### config.mk
export PLATFORM = sky130hd
export DESIGN_NAME = fusebank_ctrl
export DESIGN_NICKNAME = d
export VERILOG_FILES = /design/src/rtl/fbc_pkg.sv /design/src/rtl/fbc_cmd_reg.sv /design/src/rtl/fbc_shadow.sv /design/src/rtl/fbc_store.sv /design/src/rtl/fbc_seqctl.sv /design/src/rtl/fusebank_ctrl.sv
export SDC_FILE = /design/constraint.sdc
export NUM_CORES = 2
export LEC_CHECK = 0
export BUFFER_PORTS_ARGS = -buffer_cell sky130_fd_sc_hd__buf_2
export CAP_MARGIN = 40
export CORE_MARGIN = 10
export CORE_UTILIZATION = 33
export DETAILED_ROUTE_END_ITERATION = 8
export MAX_ROUTING_LAYER = met4
export PLACE_DENSITY = 0.49
export SLEW_MARGIN = 40
export SYNTH_ARGS = -nofsm -noshare
export SYNTH_HDL_FRONTEND = slang
export SYNTH_SLANG_ARGS = --single-unit
### constraint.sdc
create_clock -name clk -period 93.9 [get_ports clk]
set_clock_uncertainty 0.05 [all_clocks]
set_input_delay 4.695 -clock clk [delete_from_list [all_inputs] [get_ports clk]]
set_output_delay 4.695 -clock clk [all_outputs]
set_load 0.005 [all_outputs]
### src/rtl/fbc_pkg.sv
package fbc_pkg;
  localparam int WORD_W = 64;
  localparam int BANK_W = 128;
  localparam int ADDR_W = 7;

  localparam int BIT_ERR  = 0;
  localparam int BANK_LSB = 4;
  localparam int BIT_GO   = 12;
  localparam int BIT_VOLT = 14;
  localparam int BIT_SEL  = 15;

  localparam logic [1:0] OFS_DAT_LO = 2'd0;
  localparam logic [1:0] OFS_DAT_HI = 2'd1;
  localparam logic [1:0] OFS_RCMD   = 2'd2;
  localparam logic [1:0] OFS_PROG   = 2'd3;

  typedef enum logic [2:0] {
    ST_RESET, ST_BOOT, ST_BOOT_WAIT, ST_IDLE, ST_ARR_WAIT
  } fsm_st_e;

  typedef struct packed {
    logic              sel;
    logic              go;
    logic              err;
    logic [ADDR_W-1:0] bank;
  } cmd_reg_t;

  function automatic logic [WORD_W-1:0] pack_cmd(cmd_reg_t c, logic volt);
    logic [WORD_W-1:0] w;
    w = '0;
    w[BIT_ERR] = c.err;
    w[BANK_LSB +: ADDR_W] = c.bank;
    w[BIT_GO] = c.go;
    w[BIT_VOLT] = volt;
    w[BIT_SEL] = c.sel;
    return w;
  endfunction
endpackage

### src/rtl/fbc_cmd_reg.sv
module fbc_cmd_reg
  import fbc_pkg::*;
(
  input  logic              clk,
  input  logic              rst_l,
  input  logic              wr_en,
  input  logic              wr_sel,
  input  logic              wr_go,
  input  logic [ADDR_W-1:0] wr_bank,
  input  logic              accept_go,
  input  logic              fin,
  input  logic              fail,
  output cmd_reg_t          q
);
  cmd_reg_t d;
  logic     en;

  always_comb begin
    d = q;
    if (wr_en && !q.go) begin
      d.sel  = wr_sel;
      d.bank = wr_bank;
      if (wr_go && accept_go) begin
        d.go  = 1'b1;
        d.err = 1'b0;
      end
    end
    if (fin) begin
      d.go  = 1'b0;
      d.err = fail;
    end
  end

  assign en = wr_en | fin;

  always_ff @(posedge clk or negedge rst_l) begin
    if (!rst_l)  q <= '0;
    else if (en) q <= d;
  end
endmodule

### src/rtl/fbc_shadow.sv
module fbc_shadow
  import fbc_pkg::*;
#(
  parameter int NUM_BANKS = 8
) (
  input  logic                        clk,
  input  logic                        rst_l,
  input  logic [ADDR_W-1:0]           rd_idx,
  output logic [BANK_W-1:0]           rd_data,
  output logic                        rd_ok,
  input  logic [ADDR_W-1:0]           wr_idx,
  input  logic                        wr_en,
  input  logic [BANK_W-1:0]           wr_data,
  input  logic [NUM_BANKS-1:0]        lock,
  output logic                        wr_ok,
  output logic [NUM_BANKS*BANK_W-1:0] flat
);
  logic [BANK_W-1:0] bank_q [NUM_BANKS];
  logic              wr_locked;

  for (genvar g = 0; g < NUM_BANKS; g++) begin : g_bank
    logic hit;
    assign hit = wr_en && (wr_idx == ADDR_W'(g)) && !lock[g];
    always_ff @(posedge clk or negedge rst_l) begin
      if (!rst_l)   bank_q[g] <= '0;
      else if (hit) bank_q[g] <= bank_q[g] | wr_data;
    end
    assign flat[g*BANK_W +: BANK_W] = bank_q[g];
  end

  always_comb begin
    rd_data   = '0;
    wr_locked = 1'b0;
    for (int i = 0; i < NUM_BANKS; i++) begin
      if (rd_idx == ADDR_W'(i)) rd_data   = bank_q[i];
      if (wr_idx == ADDR_W'(i)) wr_locked = lock[i];
    end
  end

  assign rd_ok = (32'(rd_idx) < NUM_BANKS);
  assign wr_ok = (32'(wr_idx) < NUM_BANKS) && !wr_locked;
endmodule

### src/rtl/fbc_store.sv
module fbc_store
  import fbc_pkg::*;
(
  input  logic              clk,
  input  logic              rst_l,
  input  logic              wr_lo,
  input  logic              wr_hi,
  input  logic [WORD_W-1:0] wr_data,
  input  logic              ld_en,
  input  logic [BANK_W-1:0] ld_data,
  output logic [BANK_W-1:0] q
);
  logic [BANK_W-1:0] d;
  logic              en;

  always_comb begin
    d = q;
    if (wr_lo) d[WORD_W-1:0]      = wr_data;
    if (wr_hi) d[BANK_W-1:WORD_W] = wr_data;
    if (ld_en) d = ld_data;
  end

  assign en = wr_lo | wr_hi | ld_en;

  always_ff @(posedge clk or negedge rst_l) begin
    if (!rst_l)  q <= '0;
    else if (en) q <= d;
  end
endmodule

### src/rtl/fbc_seqctl.sv
module fbc_seqctl
  import fbc_pkg::*;
#(
  parameter logic [ADDR_W-1:0] RESET_BANK = 7'd6
) (
  input  logic              clk,
  input  logic              rst_l,
  input  cmd_reg_t          rcmd,
  input  cmd_reg_t          pcmd,
  input  logic              volt,
  input  logic              sh_rd_ok,
  input  logic              sh_wr_ok,
  input  logic              seq_done,
  output logic              seq_start,
  output logic              seq_write,
  output logic [ADDR_W-1:0] seq_bank,
  output logic              ld_arr,
  output logic              ld_sh,
  output logic              sh_wr,
  output logic              rfin,
  output logic              rfail,
  output logic              pfin,
  output logic              pfail,
  output logic              idle_ok
);
  fsm_st_e st_q, st_d;
  logic    booting;

  assign booting   = (st_q == ST_BOOT) || (st_q == ST_BOOT_WAIT);
  assign seq_bank  = booting ? RESET_BANK : (rcmd.go ? rcmd.bank : pcmd.bank);
  assign seq_write = !booting && !rcmd.go && pcmd.go;
  assign idle_ok   = (st_q == ST_IDLE) && !rcmd.go && !pcmd.go;

  always_comb begin
    st_d      = st_q;
    seq_start = 1'b0;
    ld_arr    = 1'b0;
    ld_sh     = 1'b0;
    sh_wr     = 1'b0;
    rfin      = 1'b0;
    rfail     = 1'b0;
    pfin      = 1'b0;
    pfail     = 1'b0;
    unique case (st_q)
      ST_RESET: st_d = ST_BOOT;
      ST_BOOT: begin
        seq_start = 1'b1;
        st_d      = ST_BOOT_WAIT;
      end
      ST_BOOT_WAIT: begin
        if (seq_done) begin
          ld_arr = 1'b1;
          st_d   = ST_IDLE;
        end
      end
      ST_IDLE: begin
        if (rcmd.go) begin
          if (rcmd.sel) begin
            if (volt) begin
              rfin  = 1'b1;
              rfail = 1'b1;
            end else begin
              seq_start = 1'b1;
              st_d      = ST_ARR_WAIT;
            end
          end else begin
            rfin  = 1'b1;
            rfail = !sh_rd_ok;
            ld_sh = sh_rd_ok;
          end
        end else if (pcmd.go) begin
          if (pcmd.sel) begin
            if (!volt) begin
              pfin  = 1'b1;
              pfail = 1'b1;
            end else begin
              seq_start = 1'b1;
              st_d      = ST_ARR_WAIT;
            end
          end else begin
            pfin  = 1'b1;
            pfail = !sh_wr_ok;
            sh_wr = sh_wr_ok;
          end
        end
      end
      ST_ARR_WAIT: begin
        if (seq_done) begin
          st_d = ST_IDLE;
          if (rcmd.go) begin
            ld_arr = 1'b1;
            rfin   = 1'b1;
          end else begin
            pfin = 1'b1;
          end
        end
      end
      default: st_d = ST_RESET;
    endcase
  end

  always_ff @(posedge clk or negedge rst_l) begin
    if (!rst_l) st_q <= ST_RESET;
    else        st_q <= st_d;
  end
endmodule

### src/rtl/fusebank_ctrl.sv
module fusebank_ctrl
  import fbc_pkg::*;
#(
  parameter int                NUM_BANKS  = 8,
  parameter logic [ADDR_W-1:0] RESET_BANK = 7'd6
) (
  input  logic                 clk,
  input  logic                 rst_n,
  input  logic                 reg_wr,
  input  logic [1:0]           reg_addr,
  input  logic [WORD_W-1:0]    reg_wdata,
  output logic [WORD_W-1:0]    reg_rdata,
  input  logic                 prog_volt,
  input  logic [NUM_BANKS-1:0] lock_bank,
  output logic                 seq_start,
  output logic                 seq_write,
  output logic [ADDR_W-1:0]    seq_bank,
  output logic [BANK_W-1:0]    seq_wdata,
  input  logic                 seq_done,
  input  logic [BANK_W-1:0]    seq_rdata
);
  localparam int FLAT_W = NUM_BANKS * BANK_W;

  logic [1:0] rst_sync_q;
  logic       rst_l;

  always_ff @(posedge clk or negedge rst_n) begin
    if (!rst_n) rst_sync_q <= 2'b00;
    else        rst_sync_q <= {rst_sync_q[0], 1'b1};
  end
  assign rst_l = rst_sync_q[1];

  cmd_reg_t          rcmd, pcmd;
  logic              idle_ok, ld_arr, ld_sh, sh_wr;
  logic              rfin, rfail, pfin, pfail;
  logic              sh_rd_ok, sh_wr_ok;
  logic [BANK_W-1:0] store_q, sh_rd_data, ld_data;
  logic [FLAT_W-1:0] shadow_flat;
  logic              wr_rcmd, wr_prog, wr_lo, wr_hi;

  assign wr_rcmd = reg_wr && (reg_addr == OFS_RCMD);
  assign wr_prog = reg_wr && (reg_addr == OFS_PROG);
  assign wr_lo   = reg_wr && (reg_addr == OFS_DAT_LO) && idle_ok;
  assign wr_hi   = reg_wr && (reg_addr == OFS_DAT_HI) && idle_ok;

  fbc_cmd_reg u_rcmd (
    .clk(clk), .rst_l(rst_l), .wr_en(wr_rcmd),
    .wr_sel(reg_wdata[BIT_SEL]), .wr_go(reg_wdata[BIT_GO]),
    .wr_bank(reg_wdata[BANK_LSB +: ADDR_W]), .accept_go(idle_ok),
    .fin(rfin), .fail(rfail), .q(rcmd)
  );

  fbc_cmd_reg u_pcmd (
    .clk(clk), .rst_l(rst_l), .wr_en(wr_prog),
    .wr_sel(reg_wdata[BIT_SEL]), .wr_go(reg_wdata[BIT_GO]),
    .wr_bank(reg_wdata[BANK_LSB +: ADDR_W]), .accept_go(idle_ok),
    .fin(pfin), .fail(pfail), .q(pcmd)
  );

  fbc_shadow #(.NUM_BANKS(NUM_BANKS)) u_shadow (
    .clk(clk), .rst_l(rst_l),
    .rd_idx(rcmd.bank), .rd_data(sh_rd_data), .rd_ok(sh_rd_ok),
    .wr_idx(pcmd.bank), .wr_en(sh_wr), .wr_data(store_q),
    .lock(lock_bank), .wr_ok(sh_wr_ok), .flat(shadow_flat)
  );

  fbc_seqctl #(.RESET_BANK(RESET_BANK)) u_seq (
    .clk(clk), .rst_l(rst_l), .rcmd(rcmd), .pcmd(pcmd), .volt(prog_volt),
    .sh_rd_ok(sh_rd_ok), .sh_wr_ok(sh_wr_ok), .seq_done(seq_done),
    .seq_start(seq_start), .seq_write(seq_write), .seq_bank(seq_bank),
    .ld_arr(ld_arr), .ld_sh(ld_sh), .sh_wr(sh_wr),
    .rfin(rfin), .rfail(rfail), .pfin(pfin), .pfail(pfail), .idle_ok(idle_ok)
  );

  assign ld_data = ld_arr ? seq_rdata : sh_rd_data;

  fbc_store u_store (
    .clk(clk), .rst_l(rst_l), .wr_lo(wr_lo), .wr_hi(wr_hi),
    .wr_data(reg_wdata), .ld_en(ld_arr | ld_sh), .ld_data(ld_data),
    .q(store_q)
  );

  assign seq_wdata = store_q;

  always_comb begin
    unique case (reg_addr)
      OFS_DAT_LO: reg_rdata = store_q[WORD_W-1:0];
      OFS_DAT_HI: reg_rdata = store_q[BANK_W-1:WORD_W];
      OFS_RCMD:   reg_rdata = pack_cmd(rcmd, prog_volt);
      default:    reg_rdata = pack_cmd(pcmd, prog_volt);
    endcase
  end
endmodule

# Word level (Yosys, flattened, before mapping)
# Index checks and enable logic that the tools add are counted.
# totals
reg_bits	1177
input_bits	207
out_inout_bits	201
word_cells	195
# classes
n_lt_le_gt_ge	2
eq_ne	27
muxes	70
n_bitwise	13
reduce_logical	63
# ops
cell	n
128-bit two-way mux	10
128-bit OR	8
64-bit case mux with 3 select lines	1
64-bit two-way mux	2
7-bit by 3-bit == test with 1-bit output (second input constant)	8
1-bit two-way mux	38
1-bit logical AND	30
7-bit by 2-bit == test with 1-bit output (second input constant)	4
3-bit two-way mux	7
9-bit two-way mux	2
3-bit != test (second input constant)	5
7-bit by 1-bit == test with 1-bit output (second input constant)	2
1-bit logical NOT	14
7-bit logical NOT	2
7-bit by 4-bit less-than comparator with 1-bit output (second input constant)	2
7-bit two-way mux	2
3-bit case mux with 4 select lines	1
2-bit nonzero test	6
1-bit case mux with 2 select lines	4
2-bit AND reduction	4
3-bit by 2-bit == test with 1-bit output (second input constant)	2
2-bit two-way mux	3
3-bit AND reduction	2
6-bit AND reduction	1
other kinds (10)	15

# Depth between registers and ports, before layout
# logic_depth
depth_word	17
depth_mapped	10
mapped_depth_nobuf	5

# By module
# From an unflattened synthesis, not the netlist that was laid out.
# unflattened
hier_cells	4289
hier_area_um2	53660.2
# modules_own_cells
mod	n_inst	cells_each	area_each_um2	seq_area_each_um2
fbc_shadow	1	3339	43584.3	25624.6
fbc_store	1	554	6014.5	3203.1
fusebank_ctrl	1	287	2741.4	50.0
fbc_cmd_reg	2	25	429.2	250.2
fbc_seqctl	1	59	461.7	75.1

# Worst setup path before layout
# No wires, ideal clock.
# synth_path
path_type	input to output
from	input reg_addr[0]
to	output reg_rdata[11]
t_arrival_ns	6.072
required_ns	89.155
setup_slack_ns	83.083
cell_stages	6
path_buffers	4
path_cell_list	clkbuf_1 > buf_2 > clkbuf_1 > buf_2 > mux2i_1 > nor2_1
# synth_via
elab_chain_cells	2
elab_cells_between_ends	4
classes_between	2 x eq/ne; 1 x mux; 1 x reduce/logical
# synth_rtl
item	line_no	text
start, declared	fusebank_ctrl.sv:10	input logic [1:0] reg_addr,
2-bit == test, or another cell as far along	fusebank_ctrl.sv:86	unique case (reg_addr)
64-bit case mux with 3 select lines (*)	fusebank_ctrl.sv:86	
end, declared	fusebank_ctrl.sv:12	output logic [WORD_W-1:0] reg_rdata,
# Every way passes the cells marked *; elsewhere a longest branch is shown, timed or not.

# Final worst setup path
# layout_path
from	input reg_addr[1]
to	output reg_rdata[0]
# Same word-level chain as after synthesis.

==> flow_summary.toml <==
[yosys]
mappedNetlistNets = 4424
syn_area_um2 = 52200
seq_area_frac_synth_pct = 56.4
synth_area_leaders = "dfrtp_1 (56%), a21o_1 (15%), mux4_2 (5.8%)"
synthCells = 4217
yosysWarnings = 0
synthArstFlopShare_pct = 100
synth_edf_count = 0
synth_area_leader_cell = "dfrtp_1"
synth_top_area_share_pct = 56.4
avgSynthCellArea_um2 = 12.4
ys_ff_latch = 1177
ys_types = 64
synth_ff_type = "dfrtp_1"

[sta]
setup_viol = 0
rsz0062_at_grt = "false"
finalCritPeriodShare_pct = 12.0
report.final.slew_viol_count = 0
hold_viol = 0
slew_headroom_pct = 41.8
fmax_mhz = 88.9
worst_pin_slew_ns = 0.873
post-route-min-period_ns = 11.25
setup_tns_ns = 0

[worst_setup_path]
arrival_ns = 6.51
start_kind = "primary input"
crit_cells = 4
crit_slowest_cell = "buf_4"
path_delay_family = "buffers and inverters"
r2r_cells = 6
crit_top_cell = "buf_4"
path_cells = "buf_4 > buf_4 > mux4_2 > buf_2"
crit_type = "in -> out"
worstReg2RegEnd = "u_shadow.flat[677]"
cp.required_ns = 89.15
critPathBufInv = 3
endpoint = "reg_rdata[0]"
critical_path.max_stage_delay_ns = 0.70
reg2reg_from = "u_rcmd.q[8]"
rrSetupSlack_ns = 89.93
path_max_fanout = 43
critPathLaunch = "reg_addr[1]"
crit_path_end_kind = "primary output"

[final_layout]
drive_gt1_share_pct = 22.6
fillers = 15316
multi_input_area_um2 = 20800
syn2layout_area_growth_pct = 16.4
fin_nets = 4586
seqCellArea_um2 = 29500
final_area_um2 = 60800

[power_and_ir_drop]
power.leakage_nw = 36.1
p_total_w = 0.00152
powerDensity_nw_per_um2 = 25.1
irDropWorstVdd_v = 0.0000189

[clock_network]
postCtsSetupRepairBufs = 0
clk_pin_slew_ns = 0.05
cts_root_buf = "clkbuf_16"
insertion_delay_ns = 0.78
cts.sinks = 1177
cts_buffer_depth = 3
htree_levels = 4
numCtsBuffers = 139
cts_hold_buffers = 0
cts_resized = 0
cts_tree = "built"

[grt]
grt_first_pass_wirelength_um = 271000
grt_start_max_net_pins = 141
grt_overflow = 0
grt_pass1_vias = 38431
antenna_found_initial = 16
grt_use_total_pct = 21.0

[flow_run]
maxCapViolCount = 0

[min_path]
hold_class = "reg -> reg"
min_path_cells = 0

[floorplan]
start_util_pct = 33.3
die_height_um = 418
core_region_area_um2 = 157000
io_pins = 408
die_width_um = 418
dieArea_um2 = 175000
row_count = 145

[place]
gp_congestion = 0.767
postPlaceCellArea_um2 = 55900
hpwl_um = 105000
port-buffer-count = 407

[status]
status = "finished, final reports clean"

[drt]
drt-total-wl_um = 180000
drc = 0
post_drt_via_cell_ratio = 5.52
initialDrtViolationCount = 2619
ant_nets = 0
vias = 36188
drt_pre_antenna_iters = 6
wire_per_inst_um = 27.4
[registers in the layout, summed over array words and instances, names as in the netlist]
name           flops
u_store.q        128
u_pcmd.q          10
u_seq.st_q         3
u_rcmd.q          10
rst_sync_q         2
u_shadow.flat   1024
[final cells by class]
| cell class | count | share of cell area [%] |
|---|---|---|
| clock inverter | 50 | 1.18 |
| timing repair buffer | 493 | 5.12 |
| clock buffer | 203 | 6.79 |
| inverter | 5 | 0.0309 |
| sequential | 1177 | 48.4 |
| antenna | 12 | 0.0494 |
| tap | 2058 | 4.23 |
| multi-input combinational | 2563 | 34.2 |
[power breakdown]
part | switching (W) | internal, W
sequential | 0.000125 | 0.000540
clock | 0.000225 | 0.000342
combinational | 0.000171 | 0.000121
total | 0.000521 | 0.00100
[per-stage QoR]
step | setup WS [ns] | instances | util, % | hold WS (ns)
floorplan | 58.61 | 4217 | - | 0.281
global placement | 82.47 | 6283 | 35.4 | 0.284
detailed placement | 82.57 | 6294 | 35.6 | 0.288
CTS | 82.57 | 6547 | 38.7 | 0.301
global route | 82.53 | 6560 | 38.8 | 0.309
finish | 82.65 | 6561 | 38.8 | 0.298
[worst register-to-register path, cell delays in order, from the launching register on]
cell	delay, ns
dfrtp_1	0.68
and4bb_1	0.50
nand4_1	0.25
or2_1	0.42
and4bb_4	0.87
buf_4	0.87
a21o_1	0.25
[cells in the final DEF (no fill, tap or decap), types with 11 or more instances in the layout]
| master | n |
|---|---|
| nor3_1 | 14 |
| clkbuf_1 | 24 |
| a21o_1 | 1028 |
| nand2_1 | 143 |
| o2bb2ai_1 | 100 |
| buf_6 | 25 |
| a22oi_1 | 108 |
| o21ai_0 | 133 |
| clkbuf_16 | 140 |
| buf_4 | 41 |
| nand3_1 | 15 |
| nor2_1 | 187 |
| mux2_2 | 128 |
| clkinv_2 | 23 |
| buf_2 | 405 |
| dfrtp_1 | 1174 |
| a221o_1 | 14 |
| diode_2 | 12 |
| mux4_2 | 135 |
| o311ai_1 | 101 |
| o22ai_1 | 11 |
| bufinv_16 | 13 |
| a21oi_1 | 118 |
| mux2i_1 | 198 |
| nand2b_1 | 15 |
| buf_12 | 13 |
| clkbuf_8 | 39 |
[synthesized netlist by cell type, types with 8 or more instances]
cell type,instances
dfrtp_1,1177
mux2_2,128
a21oi_1,119
a22oi_1,108
a21o_1,1028
o21ai_0,133
nand2b_1,17
nand3_1,15
o2bb2ai_1,100
and2_1,9
buf_2,136
nand2_1,144
a222oi_1,8
o311ai_1,101
nor3_1,16
mux2i_1,198
o22ai_1,11
nor2_1,187
buf_1,39
a2bb2oi_1,10
buf_4,48
a221oi_1,8
clkbuf_1,248
mux4_2,135
a221o_1,14
[logic make-up after synthesis]
| group | Yosys count | synth area share (%) |
|---|---|---|
| compound gates | 1670 | 23.4 |
| simple gates | 429 | 3.65 |
| xor+xnor | 2 | 0.0335 |
| flops | 1177 | 56.4 |
| mux | 461 | 12.4 |
| buf+inv | 477 | 4.11 |
| other cells | 1 | 0.00718 |
[worst min path at each step]
| stage | startpoint | to | slack, ns |
|---|---|---|---|
| floorplan | rst_sync_q[0] | rst_sync_q[1] | 0.28 |
| global placement | rst_sync_q[0] | rst_sync_q[1] | 0.28 |
| detailed placement | rst_sync_q[0] | rst_sync_q[1] | 0.29 |
| CTS | rst_sync_q[0] | rst_sync_q[1] | 0.30 |
| global route | rst_sync_q[0] | rst_sync_q[1] | 0.31 |
| finish | rst_sync_q[0] | rst_sync_q[1] | 0.30 |
[routing by layer]
metal,vias to the layer above,track usage (%),share of wire [%]
li1,15809,-,-
met1,19284,26.6,44
met2,827,34.8,50
met3,268,2.97,3.7
met4,0,6.66,2.7
met5,-,-,0
No activity file was read; power rests on OpenSTA's default activity.
